`src/rtl/eectl_pkg.sv`:
```
package eectl_pkg;
   typedef enum logic [1:0] {
      RG_PTR  = 2'd0,
      RG_DATA = 2'd1,
      RG_CTRL = 2'd2,
      RG_KEY  = 2'd3
   } reg_sel_t;

   typedef enum logic [1:0] {
      UL_IDLE   = 2'd0,
      UL_FIRST  = 2'd1,
      UL_SECOND = 2'd2
   } ul_state_t;

   localparam int unsigned B_RD   = 0;
   localparam int unsigned B_WEN  = 1;
   localparam int unsigned B_GO   = 2;
   localparam int unsigned B_ERR  = 3;
   localparam int unsigned B_DONE = 4;
   localparam int unsigned B_IE   = 5;

   localparam logic [7:0] KEY_FIRST  = 8'h55;
   localparam logic [7:0] KEY_SECOND = 8'hAA;
endpackage

```
`src/rtl/eectl_unlock.sv`:
```
module eectl_unlock
   import eectl_pkg::*;
(
   input  logic       clk,
   input  logic       rst_n,
   input  logic       key_wr,
   input  logic [7:0] key_val,
   input  logic       go_req,
   output logic       seq_ok
);
   ul_state_t st_q, st_d;

   always_comb begin
      st_d = UL_IDLE;
      if (key_wr && key_val == KEY_FIRST)
         st_d = UL_FIRST;
      else if (st_q == UL_FIRST && key_wr && key_val == KEY_SECOND)
         st_d = UL_SECOND;
   end

   always_ff @(posedge clk or negedge rst_n) begin
      if (!rst_n) st_q <= UL_IDLE;
      else        st_q <= st_d;
   end

   assign seq_ok = (st_q == UL_SECOND) && go_req;

   // the second stage is reached only directly from the first
   p_second_after_first_r4: assert property (@(posedge clk) disable iff (!rst_n)
      (st_q == UL_SECOND) |-> ($past(st_q) == UL_FIRST));
   // the first stage needs the first key on the preceding cycle
   p_first_after_key_r4: assert property (@(posedge clk) disable iff (!rst_n)
      (st_q == UL_FIRST) |-> $past(key_wr && key_val == KEY_FIRST));
endmodule

```
`src/rtl/eectl_pup_timer.sv`:
```
module eectl_pup_timer #(
   parameter int unsigned PUP_CYCLES = 8_000_000
) (
   input  logic clk,
   input  logic rst_n,
   output logic ready
);
   localparam int unsigned CW = (PUP_CYCLES < 2) ? 1 : $clog2(PUP_CYCLES + 1);

   generate
      if (PUP_CYCLES == 0) begin : g_none
         assign ready = 1'b1;
      end else begin : g_cnt
         logic [CW-1:0] cnt_q;
         logic          rdy_q;
         always_ff @(posedge clk or negedge rst_n) begin
            if (!rst_n) begin
               cnt_q <= '0;
               rdy_q <= 1'b0;
            end else if (!rdy_q) begin
               cnt_q <= cnt_q + 1'b1;
               if (cnt_q == CW'(PUP_CYCLES - 1)) rdy_q <= 1'b1;
            end
         end
         assign ready = rdy_q;

         // once open, the hold window never closes again
         p_ready_sticky_r9: assert property (@(posedge clk) disable iff (!rst_n)
            rdy_q |=> rdy_q);
      end
   endgenerate
endmodule

```
`src/rtl/eectl_wr_timer.sv`:
```
module eectl_wr_timer #(
   parameter int unsigned WR_CYCLES = 32
) (
   input  logic clk,
   input  logic rst_n,
   input  logic start,
   output logic busy,
   output logic commit
);
   localparam int unsigned CW = (WR_CYCLES < 2) ? 1 : $clog2(WR_CYCLES);

   generate
      if (WR_CYCLES < 1) begin : g_bad
         $error("eectl_wr_timer: WR_CYCLES must be at least 1");
      end
   endgenerate

   logic [CW-1:0] cnt_q;
   logic          busy_q;

   always_ff @(posedge clk or negedge rst_n) begin
      if (!rst_n) begin
         busy_q <= 1'b0;
         cnt_q  <= '0;
      end else if (busy_q) begin
         if (cnt_q == '0) busy_q <= 1'b0;
         else             cnt_q  <= cnt_q - 1'b1;
      end else if (start) begin
         busy_q <= 1'b1;
         cnt_q  <= CW'(WR_CYCLES - 1);
      end
   end

   assign busy   = busy_q;
   assign commit = busy_q && (cnt_q == '0);

   // busy persists until the count runs out
   p_busy_len_r7: assert property (@(posedge clk) disable iff (!rst_n)
      (busy_q && cnt_q != '0) |=> busy_q);
   // the commit pulse ends the busy period
   p_commit_ends_r7: assert property (@(posedge clk) disable iff (!rst_n)
      commit |=> !busy_q);
endmodule

```
`src/rtl/eectl_top.sv`:
```
module eectl_top
   import eectl_pkg::*;
#(
   parameter int unsigned AW         = 8,
   parameter int unsigned WR_CYCLES  = 32,
   parameter int unsigned PUP_CYCLES = 8_000_000
) (
   input  logic          clk,
   input  logic          rst_n,
   input  logic          bus_sel,
   input  logic          bus_we,
   input  logic [1:0]    bus_addr,
   input  logic [7:0]    bus_wdata,
   output logic [7:0]    bus_rdata,
   output logic          irq,
   output logic [AW-1:0] mem_addr,
   input  logic [7:0]    mem_rdata,
   output logic [7:0]    mem_wdata,
   output logic          mem_commit
);
   generate
      if (AW < 1 || AW > 8) begin : g_bad_aw
         $error("eectl_top: AW must lie in 1..8");
      end
   endgenerate

   logic          wr_acc, ptr_wr, data_wr, ctrl_wr, key_wr;
   logic          rd_req, go_req, seq_ok, pup_ok, start, reject;
   logic          busy, commit;
   logic [AW-1:0] ptr_q, wa_q;
   logic [7:0]    data_q, wd_q;
   logic          wen_q, ie_q, err_q, done_q;

   assign wr_acc  = bus_sel && bus_we;
   assign ptr_wr  = wr_acc && (bus_addr == RG_PTR);
   assign data_wr = wr_acc && (bus_addr == RG_DATA);
   assign ctrl_wr = wr_acc && (bus_addr == RG_CTRL);
   assign key_wr  = wr_acc && (bus_addr == RG_KEY);
   assign rd_req  = ctrl_wr && bus_wdata[B_RD];
   assign go_req  = ctrl_wr && bus_wdata[B_GO];

   eectl_unlock u_unlock (
      .clk     (clk),
      .rst_n   (rst_n),
      .key_wr  (key_wr),
      .key_val (bus_wdata),
      .go_req  (go_req),
      .seq_ok  (seq_ok)
   );

   eectl_pup_timer #(.PUP_CYCLES(PUP_CYCLES)) u_pup (
      .clk   (clk),
      .rst_n (rst_n),
      .ready (pup_ok)
   );

   assign start  = seq_ok && wen_q && pup_ok && !busy;
   assign reject = go_req && !start;

   eectl_wr_timer #(.WR_CYCLES(WR_CYCLES)) u_wr (
      .clk    (clk),
      .rst_n  (rst_n),
      .start  (start),
      .busy   (busy),
      .commit (commit)
   );

   always_ff @(posedge clk or negedge rst_n) begin
      if (!rst_n) begin
         ptr_q  <= '0;
         data_q <= '0;
         wa_q   <= '0;
         wd_q   <= '0;
      end else begin
         if (ptr_wr) ptr_q <= bus_wdata[AW-1:0];
         if (rd_req && !busy) data_q <= mem_rdata;
         else if (data_wr)    data_q <= bus_wdata;
         if (start) begin
            wa_q <= ptr_q;
            wd_q <= data_q;
         end
      end
   end

   always_ff @(posedge clk or negedge rst_n) begin
      if (!rst_n) begin
         wen_q  <= 1'b0;
         ie_q   <= 1'b0;
         err_q  <= 1'b0;
         done_q <= 1'b0;
      end else begin
         if (ctrl_wr) begin
            wen_q <= bus_wdata[B_WEN];
            ie_q  <= bus_wdata[B_IE];
         end
         if (reject)                           err_q <= 1'b1;
         else if (ctrl_wr && !bus_wdata[B_ERR]) err_q <= 1'b0;
         if (commit)                            done_q <= 1'b1;
         else if (ctrl_wr && !bus_wdata[B_DONE]) done_q <= 1'b0;
      end
   end

   always_comb begin
      bus_rdata = '0;
      unique case (bus_addr)
         RG_PTR:  bus_rdata[AW-1:0] = ptr_q;
         RG_DATA: bus_rdata = data_q;
         RG_CTRL: bus_rdata = {2'b00, ie_q, done_q, err_q, busy, wen_q, 1'b0};
         default: bus_rdata = '0;
      endcase
   end

   assign irq        = done_q && ie_q;
   assign mem_addr   = busy ? wa_q : ptr_q;
   assign mem_wdata  = wd_q;
   assign mem_commit = commit;

   // a write begins only with write-enable already on
   p_start_wen_r5: assert property (@(posedge clk) disable iff (!rst_n)
      $rose(busy) |-> $past(wen_q));
   // no write begins inside the hold window
   p_start_pup_r9: assert property (@(posedge clk) disable iff (!rst_n)
      $rose(busy) |-> $past(pup_ok));
   // completion flag is sticky
   p_done_hold_r8: assert property (@(posedge clk) disable iff (!rst_n)
      (done_q && !(ctrl_wr && !bus_wdata[B_DONE])) |=> done_q);
   // write-enable changes only by a control write
   p_wen_hw_r8: assert property (@(posedge clk) disable iff (!rst_n)
      (wen_q && !ctrl_wr) |=> wen_q);
   // data byte is frozen during a write unless the CPU writes it
   p_rd_busy_r10: assert property (@(posedge clk) disable iff (!rst_n)
      (busy && !data_wr) |=> $stable(data_q));
   // a running write continues whatever happens to write-enable
   p_no_abort_r6: assert property (@(posedge clk) disable iff (!rst_n)
      (busy && !commit) |=> busy);
endmodule

```
`config.mk`:
```
export PLATFORM = sky130hd
export DESIGN_NAME = eectl_top
export DESIGN_NICKNAME = d
export VERILOG_FILES = /design/src/rtl/eectl_pkg.sv /design/src/rtl/eectl_unlock.sv /design/src/rtl/eectl_pup_timer.sv /design/src/rtl/eectl_wr_timer.sv /design/src/rtl/eectl_top.sv
export SDC_FILE = /design/constraint.sdc
export NUM_CORES = 1
export LEC_CHECK = 0
export CAP_MARGIN = 20
export CELL_PAD_IN_SITES_DETAIL_PLACEMENT = 1
export CELL_PAD_IN_SITES_GLOBAL_PLACEMENT = 1
export CORE_UTILIZATION = 49
export CTS_BUF_LIST = sky130_fd_sc_hd__clkbuf_4
export CTS_CLUSTER_SIZE = 28
export DETAILED_ROUTE_END_ITERATION = 7
export PLACE_DENSITY_LB_ADDON = 0.1
export SYNTH_ARGS = -nofsm -noshare
export SYNTH_HDL_FRONTEND = slang
export SYNTH_HIERARCHICAL = 1
export SYNTH_SLANG_ARGS = --single-unit
```
`constraint.sdc`:
```
create_clock -name clk -period 2.85 [get_ports clk]
set_clock_uncertainty 0.05 [all_clocks]
set_input_delay 0.4275 -clock clk [delete_from_list [all_inputs] [get_ports clk]]
set_output_delay 0.4275 -clock clk [all_outputs]
set_load 0.05 [all_outputs]
```
==> summary.txt, run 1 <==
cell family with most CP delay - buffers and inverters
DRC - 0
routed wire length - 7.398 mm
Die Height - 83.83 um
Worst Path Required - 2.37 ns
Post-DP HPWL - 5.560 mm
clk root buf - clkbuf_4
critical path peak fanout - 5
Power Internal - 1.528 mW
Switching Share - 30.03%
post-synthesis sequential area ratio - 51.87%
# fillers - 644
Setup violations, final - 0
type of the worst setup path - reg2out
Yosys warnings - 6
FMAX - 385.8 MHz
die width - 83.83 um
vias in the first global route - 2,540
Rel. slew slack - 56.32%
worst path bufs/invs - 2
die area - 0.007027 sq mm
DR pass1 iterations - 4
slowest CP cell - dlygate4sd2_1
post-layout util - 63.45%
critical path, cell by cell - inv_1 > ha_1 > nor4b_4 > and2_2 > dlygate4sd2_1
most frequent cell after synthesis - dfrtp_1
critical path arrival - 2.11 ns
H-tree Lvls - 3
Synth cell types - 46
Gate Count Post-Synth - 263
row cnt - 29
grt ovf - 0
1st-iter DRT viols - 69
#FFs+latches synth - 68
initial antenna violation count - 0
largest net degree at the start of global routing - 26
Post-Synthesis Cell Area - 0.003281 sq mm
crit path capture type - output pin
Most used DFF post-synth - dfrtp_1
RSZ-0062 raised after global routing - no
Psw - 0.6557 mW
detailed-route via count - 2,280
area delta synth->final - 24.22%
PwrDens - 535.7 mW/mm^2
Clock power frac - 26.5%
Final Non-Filler Cells - 404
clk sink count - 68
CTS Buf Count - 9
LEAKAGE - 1.844 nW
dominant cells by area after synthesis - dfrtp_1 52%, mux2_2 17%, xnor2_1 4.3%
fin crit period - 2.592 ns
clk_lat worst skew - 0.38 ns
Final Hold Fails - 0
HP Class - reg2reg
area occupied by multi-input gates - 0.001530 sq mm
register area - 0.001702 sq mm
async set-reset flop share out of synthesis - 100.0%
Peak VDD IR - 335.3 uV
worst setup margin - 0.2577 ns
final net count - 348
Via-to-Cell Ratio - 5.644
area leader, netlist - dfrtp_1
Mean Syn Cell Area - 12.47 sq um
fin crit share - 90.96%
Comb power frac - 23.9%
post-placement cell area - 0.003949 sq mm
number of placed cells counting well taps - 389
setup TNS - 0 ns
Final ANT Viol Nets - 0
global-route wire length before repair - 12.70 mm
worst-margin pin slew - 0.6517 ns
Yosys top cell area share - 51.87%
GRT Util Overall - 23.50%
share of layout cells above drive strength 1 - 27.83%
CTS tree - built
Longest Clk Path Bufs - 2
final instance area - 0.004075 sq mm
Buffers on Ports - 47
wire per inst - 18.31 um
Max Cap Viol - 0
diode count - 0
Post-Syn Nets - 287
number of synthesized flops with an enable pin - 0
CP Launch Type - flip-flop
sequential share of power - 49.6%
Core Footprint - 0.006422 sq mm
Clock Pin Slew Worst Setup and Hold Paths - 0.11 ns
Routability Congestion - 0.7838
Slew Limit Fails - 0
status - complete, no violations
Starting Density - 51.08%
pre-CTS setup slack - 0.3200 ns
most common library cells after synthesis - 68 x dfrtp_1, 49 x mux2_2, 26 x nand2_1, 16 x xnor2_1, 13 x nor2_1
IO Pins - 48
CP peak stage delay - 0.52 ns
==> metal layers <==
metal  up-vias  global-route usage, %  wire, um
met5         -                      0         0
met4         0                  10.50       219
met3        17                  3.956       165
met2        43                  41.51      3893
met1      1164                  28.07      3119
li1       1056                      -         -
==> state kept, by name (all words and copies together), names as in the netlist, 2 cells and up <==
register and count:
data_q 8, u_unlock/st_q 2, wa_q 8, mem_wdata 8, u_pup/g_cnt.cnt_q 23, u_wr/cnt_q 5, ptr_q 8
==> layout by cell type, fill, tap and decap left out, types with 6 or more instances in the layout <==
cell and n:
clkdlybuf4s50_1 37, nand2_1 26, mux2_2 49, xor2_1 6
o21ai_0 7, xnor2_1 16, nor2_1 13, inv_1 6
nand3_1 9, buf_12 8, mux2i_1 8, buf_4 7
dfrtp_1 68, clkbuf_4 10
==> power by group through the flow <==
stage                     Combinational (mW)  Sequential (mW)  Clock (mW)
after floorplan                        0.304             1.08           0
after global placement                 0.514             1.10           0
after detailed placement               0.524             1.10           0
after CTS                              0.527             1.08       0.603
after global routing                   0.547             1.09       0.642
final                                  0.521             1.08       0.579
==> path summary, 6_finish.rpt <==
kind | from | slack, ns | cells past startpoint | endpoint
max | u_wr/cnt_q[0] | 0.26 | 5 | mem_commit
min | u_pup/g_cnt.cnt_q[21] | 0.44 | 1 | u_pup/g_cnt.cnt_q[21]
max reg2reg | u_wr/busy | 1.01 | 4 | wa_q[3]
min reg2reg | u_pup/g_cnt.cnt_q[21] | 0.44 | 1 | u_pup/g_cnt.cnt_q[21]
max in group asynchronous | rst_n | 1.49 | 3 | ptr_q[2]
min in group asynchronous | rst_n | 0.53 | 2 | u_pup/g_cnt.cnt_q[7]
==> cell families (layout without fill, tap and decap cells) <==
kind of cell	after synthesis	in the layout	synth area share, %
DFF	68	68	51.87
xor gates and xnor gates	22	22	5.873
adders and majority gates	2	2	0.7627
muxes	57	57	19.26
buffers and inverters	11	75	1.487
and+or+nand+nor	88	88	17.85
AOI/OAI and AO/OA	15	15	2.899
==> per-stage QoR <==
| step | power [mW] | hold WS [ns] |
|---|---|---|
| global placement | 1.615 | 0.4147 |
| detailed placement | 1.628 | 0.4201 |
| global route | 2.282 | 0.4647 |
| finish | 2.183 | 0.4435 |
| floorplan | 1.383 | 0.08191 |
| CTS | 2.214 | 0.4440 |
==> cell type report <==
cell class              instances  share of cell area (%)
multi-input cells             184                   37.55
clock inverters                 4                   1.044
inverters                       6                  0.5527
flip-flops and latches         68                   41.76
repair buffers                 55                   14.89
well taps                      77                   2.364
clock buffers                  10                   1.842
==> what timing repair did <==
item	CTS	global route
hold buffers	1	0
hold endpoints to repair	12	0
setup endpoints to repair	1	0
gates resized for setup	1	0
buffers inserted	0	0
(Power assumes the default switching activity.)
==> inputs of run 2 (changes only) <==
--- a/config.mk
+++ b/config.mk
@@ -8,6 +8,7 @@
 export CAP_MARGIN = 20
 export CELL_PAD_IN_SITES_DETAIL_PLACEMENT = 1
 export CELL_PAD_IN_SITES_GLOBAL_PLACEMENT = 1
+export CORE_ASPECT_RATIO = 0.8
 export CORE_UTILIZATION = 49
 export CTS_BUF_LIST = sky130_fd_sc_hd__clkbuf_4
 export CTS_CLUSTER_SIZE = 28
==> run 2 against run 1 <==
Die area about the same; flip-flop and latch count unchanged; first-iteration DRC count up 110%; largest power group unchanged.
==> summary.txt, run 2 (synthesis results as in run 1) <==
status - complete, no violations (unchanged)
CTS Buf Count - 9 (unchanged)
Routability Congestion - 0.8011 (was 0.7838)
die width - 93.48 um (was 83.83 um)
Largest Register - u_pup/g_cnt.cnt_q (unchanged)
row cnt - 26 (was 29)
met3 WL post-DR - 346 um (was 165 um)
commonest non-fill, non-tap cell in the layout - dfrtp_1 (unchanged)
Longest Clk Path Bufs - 2 (unchanged)
worst path bufs/invs - 2 (unchanged)
type of the worst setup path - reg2out (unchanged)
PwrDens - 578.5 mW/mm^2 (was 535.7 mW/mm^2)
Slew Limit Fails - 0 (unchanged)
post-layout total power - 2.405 mW (was 2.183 mW)
clk root buf - clkbuf_4 (unchanged)
CTS tree - built (unchanged)
area occupied by multi-input gates - 0.001530 sq mm (unchanged)
routed wire length - 7.886 mm (was 7.398 mm)
Final ANT Viol Nets - 0 (unchanged)
Rel. slew slack - 54.04% (was 56.32%)
diode count - 0 (unchanged)
worst-margin pin slew - 0.6856 ns (was 0.6517 ns)
clk sink count - 68 (unchanged)
register area - 0.001703 sq mm (was 0.001702 sq mm)
final net count - 347 (was 348)
GRT Util Overall - 25.20% (was 23.50%)
H-tree Lvls - 3 (unchanged)
Worst Path Required - 2.37 ns (about the same)
FMAX - 373.8 MHz (was 385.8 MHz)
commonest cells after routing, fill and taps aside - 67 x dfrtp_1, 49 x mux2_2, 37 x clkdlybuf4s50_1 (was 68 x dfrtp_1, 49 x mux2_2, 37 x clkdlybuf4s50_1)
DRC - 0 (unchanged)
die area - 0.007028 sq mm (was 0.007027 sq mm)
critical path peak fanout - 5 (unchanged)
detailed-route via count - 2,328 (was 2,280)
area delta synth->final - 26.70% (was 24.22%)
slowest CP cell - clkdlybuf4s15_1 (was dlygate4sd2_1)
CP peak stage delay - 0.50 ns (was 0.52 ns)
Max Cap Viol - 0 (unchanged)
setup TNS - 0 ns (unchanged)
IO Pins - 48 (unchanged)
grt ovf - 0 (unchanged)
Post-DP HPWL - 5.654 mm (was 5.560 mm)
critical path arrival - 2.20 ns (was 2.11 ns)
wire per inst - 19.14 um (was 18.31 um)
Buffers on Ports - 47 (unchanged)
HP Class - in2async (was reg2reg)
Largest register FFs - 23 (unchanged)
initial antenna violation count - 0 (unchanged)
fin crit share - 93.87% (was 90.96%)
clk_lat worst skew - 0.42 ns (was 0.38 ns)
vias in the first global route - 2,481 (was 2,540)
# fillers - 646 (was 644)
largest net degree at the start of global routing - 39 (was 26)
critical path, cell by cell - inv_1 > ha_1 > nor4b_4 > and2_2 > clkdlybuf4s15_1 (was inv_1 > ha_1 > nor4b_4 > and2_2 > dlygate4sd2_1)
R2R Setup Slk - 1.05 ns (was 1.01 ns)
top sig layer - met4 (unchanged)
RSZ-0062 raised after global routing - no (unchanged)
fin crit period - 2.675 ns (was 2.592 ns)
Die Height - 75.19 um (was 83.83 um)
DR pass1 iterations - 4 (unchanged)
post-layout util - 64.53% (was 63.45%)
Setup violations, final - 0 (unchanged)
M1 wire length - 3.763 mm (was 3.119 mm)
LEAKAGE - 1.863 nW (was 1.844 nW)
CP Launch Type - flip-flop (unchanged)
crit path capture type - output pin (unchanged)
global-route wire length before repair - 13.00 mm (was 12.70 mm)
Starting Density - 50.93% (was 51.08%)
Final Hold Fails - 0 (unchanged)
share of layout cells above drive strength 1 - 28.96% (was 27.83%)
Clock Pin Slew Worst Setup and Hold Paths - 0.12 ns (was 0.11 ns)
wire length on met2 - 3.666 mm (was 3.893 mm)
Core Footprint - 0.006441 sq mm (was 0.006422 sq mm)
1st-iter DRT viols - 142 (was 69)
cell family with most CP delay - simple AND/OR/NAND/NOR gates (was buffers and inverters)
Via-to-Cell Ratio - 5.650 (was 5.644)
Peak VDD IR - 378.1 uV (was 335.3 uV)
[run 2: cell count changes in the layout (fill, tap and decap cells not counted), moves of 2 or more]
cell,before,now
bufinv_16,1,3
buf_4,7,5
clkinv_1,2,0
clkinvlp_4,0,2
[run 2: what timing repair did]
action / 4_1_cts / 5_1_grt
gates resized for setup: 1 / 2
endpoints found under the setup margin: 1 / 9
setup buffers: 0 / 0
hold buffers: 1 / 0
hold endpoints to repair: 7 / 0
[run 2: routing by layer]
layer,up-vias,track usage (%)
li1,1071,-
met1,1185,33.72
met2,58,40.20
met3,14,7.374
met4,0,7.692
met5,-,0
[run 2: worst register-to-register path, cell delays in order, from the launching register on]
cell and delay, ns:
dfrtp_1 0.40, ha_1 0.20, nand3b_1 0.21, nor4_4 0.48
nand3_1 0.19, xnor2_1 0.16
[run 2: report_power, final]
part / total, mW / internal, mW / switching (mW)
combinational: 0.523 / 0.241 / 0.281
clock: 0.793 / 0.441 / 0.352
sequential: 1.09 / 1.03 / 0.0636
total: 2.40 / 1.71 / 0.697
[run 2: metrics by stage]
| stage | hold WS (ns) | cells | area (sq um) | setup slack, ns |
|---|---|---|---|---|
| final | 0.3470 | 412 | 4156 | 0.1746 |
| after global routing | 0.3467 | 412 | 4156 | 0.01791 |
| after CTS | 0.3220 | 412 | 4154 | 0.03281 |
| after detailed placement | 0.2511 | 395 | 3963 | 0.3246 |
| after global placement | 0.2491 | 395 | 3963 | 0.3854 |
| after floorplan | 0.08191 | 263 | 3281 | 0.5068 |
[run 2: worst paths after layout]
| check | start | depth (start not counted) | to |
|---|---|---|---|
| hold / removal | rst_n | 2 | data_q[7] |
| max in group asynchronous | rst_n | 3 | u_wr/busy |
| setup / recovery | u_wr/cnt_q[0] | 5 | mem_commit |
| setup reg to reg | u_pup/g_cnt.cnt_q[0] | 5 | u_pup/g_cnt.cnt_q[14] |
| min in group clk | u_pup/g_cnt.cnt_q[11] | 1 | u_pup/g_cnt.cnt_q[11] |
| hold reg to reg | u_pup/g_cnt.cnt_q[11] | 1 | u_pup/g_cnt.cnt_q[11] |
[run 2: area by class of cell]
type	instances	area share, %
sequential	68	40.97
timing repair buffer	54	14.75
clock buffer	9	1.626
clock inverter	7	2.769
tap	84	2.529
multi-input combinational	184	36.82
inverter	6	0.5418
==> inputs of run 3 (changes only) <==
--- a/config.mk
+++ b/config.mk
@@ -13,7 +13,9 @@
 export CTS_BUF_LIST = sky130_fd_sc_hd__clkbuf_4
 export CTS_CLUSTER_SIZE = 28
 export DETAILED_ROUTE_END_ITERATION = 7
+export GPL_ROUTABILITY_DRIVEN = 0
 export PLACE_DENSITY_LB_ADDON = 0.1
+export SETUP_SLACK_MARGIN = 0.2
 export SYNTH_ARGS = -nofsm -noshare
 export SYNTH_HDL_FRONTEND = slang
 export SYNTH_HIERARCHICAL = 1
==> run 3 against run 2 <==
Register-to-register slack is essentially flat; first-iteration DRC count shrank 0.70%; flip-flop and latch count is the same; die area is the same; global-route usage is the same; hold slack is essentially flat; critical path type unchanged; largest cell class unchanged; largest power group unchanged.
==> summary.txt, run 3 (synthesis results as in run 1) <==
status - complete, no violations (unchanged)
crit path capture type - output pin (unchanged)
CTS Buf Count - 9 (unchanged)
fin crit share - 89.35% (was 93.87%)
GR Util met2 - 40.20% (unchanged)
wire per inst - 19.14 um (about the same)
PwrDens - 578.9 mW/mm^2 (was 578.5 mW/mm^2)
commonest cells after routing, fill and taps aside - 67 x dfrtp_1, 49 x mux2_2, 37 x clkdlybuf4s50_1 (unchanged)
grt ovf - 0 (unchanged)
worst setup margin - 0.3037 ns (was 0.1746 ns)
GRT Util Overall - 25.20% (unchanged)
largest net degree at the start of global routing - 39 (unchanged)
initial antenna violation count - 0 (unchanged)
R2R Setup Slk - 1.05 ns (about the same)
global-route wire length before repair - 13.00 mm (unchanged)
post-placement cell area - 0.003963 sq mm (unchanged)
r2r endpoint - u_pup/g_cnt.cnt_q[14] (unchanged)
post-layout total power - 2.405 mW (about the same)
Via-to-Cell Ratio - 5.646 (was 5.650)
vias in the first global route - 2,481 (unchanged)
Starting Density - 50.93% (unchanged)
pre-CTS setup slack - 0.3246 ns (unchanged)
Slew Limit Fails - 0 (unchanged)
Final Non-Filler Cells - 412 (unchanged)
number of placed cells counting well taps - 395 (unchanged)
die width - 93.48 um (unchanged)
clk root buf - clkbuf_4 (unchanged)
layer with the highest usage - met2 (unchanged)
Worst Path Required - 2.37 ns (about the same)
Core Footprint - 0.006441 sq mm (unchanged)
Buffers on Ports - 47 (unchanged)
Longest Clk Path Bufs - 2 (unchanged)
detailed-route via count - 2,326 (was 2,328)
CP Launch Type - flip-flop (unchanged)
WHS - 0.3470 ns (about the same)
Die Height - 75.19 um (unchanged)
DR pass1 iterations - 4 (unchanged)
Largest register FFs - 23 (unchanged)
Setup violations, final - 0 (unchanged)
type of the worst setup path - reg2out (unchanged)
1st-iter DRT viols - 141 (was 142)
H-tree Lvls - 3 (unchanged)
row cnt - 26 (unchanged)
IO Pins - 48 (unchanged)
DRC - 0 (unchanged)
area delta synth->final - 26.62% (was 26.70%)
post-layout util - 64.49% (was 64.53%)
Clock Pin Slew Worst Setup and Hold Paths - 0.12 ns (about the same)
Peak VDD IR - 378.1 uV (unchanged)
clk_lat worst skew - 0.42 ns (about the same)
met3 usage - 7.374% (unchanged)
LEAKAGE - 1.863 nW (about the same)
Final ANT Viol Nets - 0 (unchanged)
FMAX - 392.7 MHz (was 373.8 MHz)
final net count - 347 (unchanged)
worst-margin pin slew - 0.6856 ns (unchanged)
Final Hold Fails - 0 (unchanged)
commonest non-fill, non-tap cell in the layout - dfrtp_1 (unchanged)
critical path peak fanout - 20 (was 5)
Largest Register - u_pup/g_cnt.cnt_q (unchanged)
global routing met1 resource utilization - 33.72% (unchanged)
routed wire length - 7.885 mm (was 7.886 mm)
die area - 0.007028 sq mm (unchanged)
share of layout cells above drive strength 1 - 29.27% (was 28.96%)
critical path arrival - 2.07 ns (was 2.20 ns)
R2R depth - 5 (unchanged)
worst r2r src - u_pup/g_cnt.cnt_q[0] (unchanged)
# fillers - 648 (was 646)
Post-DP HPWL - 5.654 mm (unchanged)
number of post-CTS setup repair buffers - 0 (unchanged)
RSZ-0062 raised after global routing - no (unchanged)
clk sink count - 68 (unchanged)
Max Cap Viol - 0 (unchanged)
HP Class - in2async (unchanged)
final instance area - 0.004154 sq mm (was 0.004156 sq mm)
Rel. slew slack - 54.04% (unchanged)
setup TNS - 0 ns (unchanged)
fin crit period - 2.546 ns (was 2.675 ns)
diode count - 0 (unchanged)
CTS tree - built (unchanged)
[run 3: cell count changes in the layout (fill, tap and decap cells not counted)]
cell,change
dfrtp_4,+1
clkbuf_2,+1
dfrtp_2,-1
clkdlybuf4s15_1,-1
[run 3: report_power, final]
part,switching [mW],internal [mW]
registers,0.0636,1.03
clock network,0.352,0.441
logic,0.281,0.241
[run 3: critical path, cell delays in order, from the launching register on]
cell	delay [ns]
dfrtp_4	0.60
mux2_2	0.27
clkdlybuf4s50_1	0.79
[run 3: cell type report]
| cell class | instances | area (sq um) | share of cell area, % |
|---|---|---|---|
| flip-flops and latches | 68 | 1705 | 41.05 |
| multi-input cells | 184 | 1530 | 36.84 |
| repair buffers | 54 | 608.1 | 14.64 |
| clock inverters | 7 | 115.1 | 2.771 |
| well taps | 84 | 105.1 | 2.530 |
| clock buffers | 9 | 67.56 | 1.627 |
| inverters | 6 | 22.52 | 0.5422 |
[run 3: how the worst max path moves through the flow]
stage                        startpoint           end  slack (ns)  cells past startpoint
after floorplan               u_wr/busy  bus_rdata[2]        0.51                      3
after global placement      bus_addr[0]  bus_rdata[1]        0.39                      6
after detailed placement  u_wr/cnt_q[0]    mem_commit        0.32                      5
after CTS                 u_wr/cnt_q[0]    mem_commit        0.12                      5
after global routing          u_wr/busy   mem_addr[0]        0.22                      2
final                         u_wr/busy   mem_addr[5]        0.30                      2
[run 3: routing by layer]
metal  share of wire, %  up-vias
li1                   -     1070
met1                 48     1184
met2                 46       58
met3                4.4       14
met4                1.4        0
met5                  0        -
[run 3: timing repair]
item	in CTS	in global routing
hold endpoints to repair	7	0
resized for setup	2	3
hold buffers	1	0
endpoints found under the setup margin	9	9
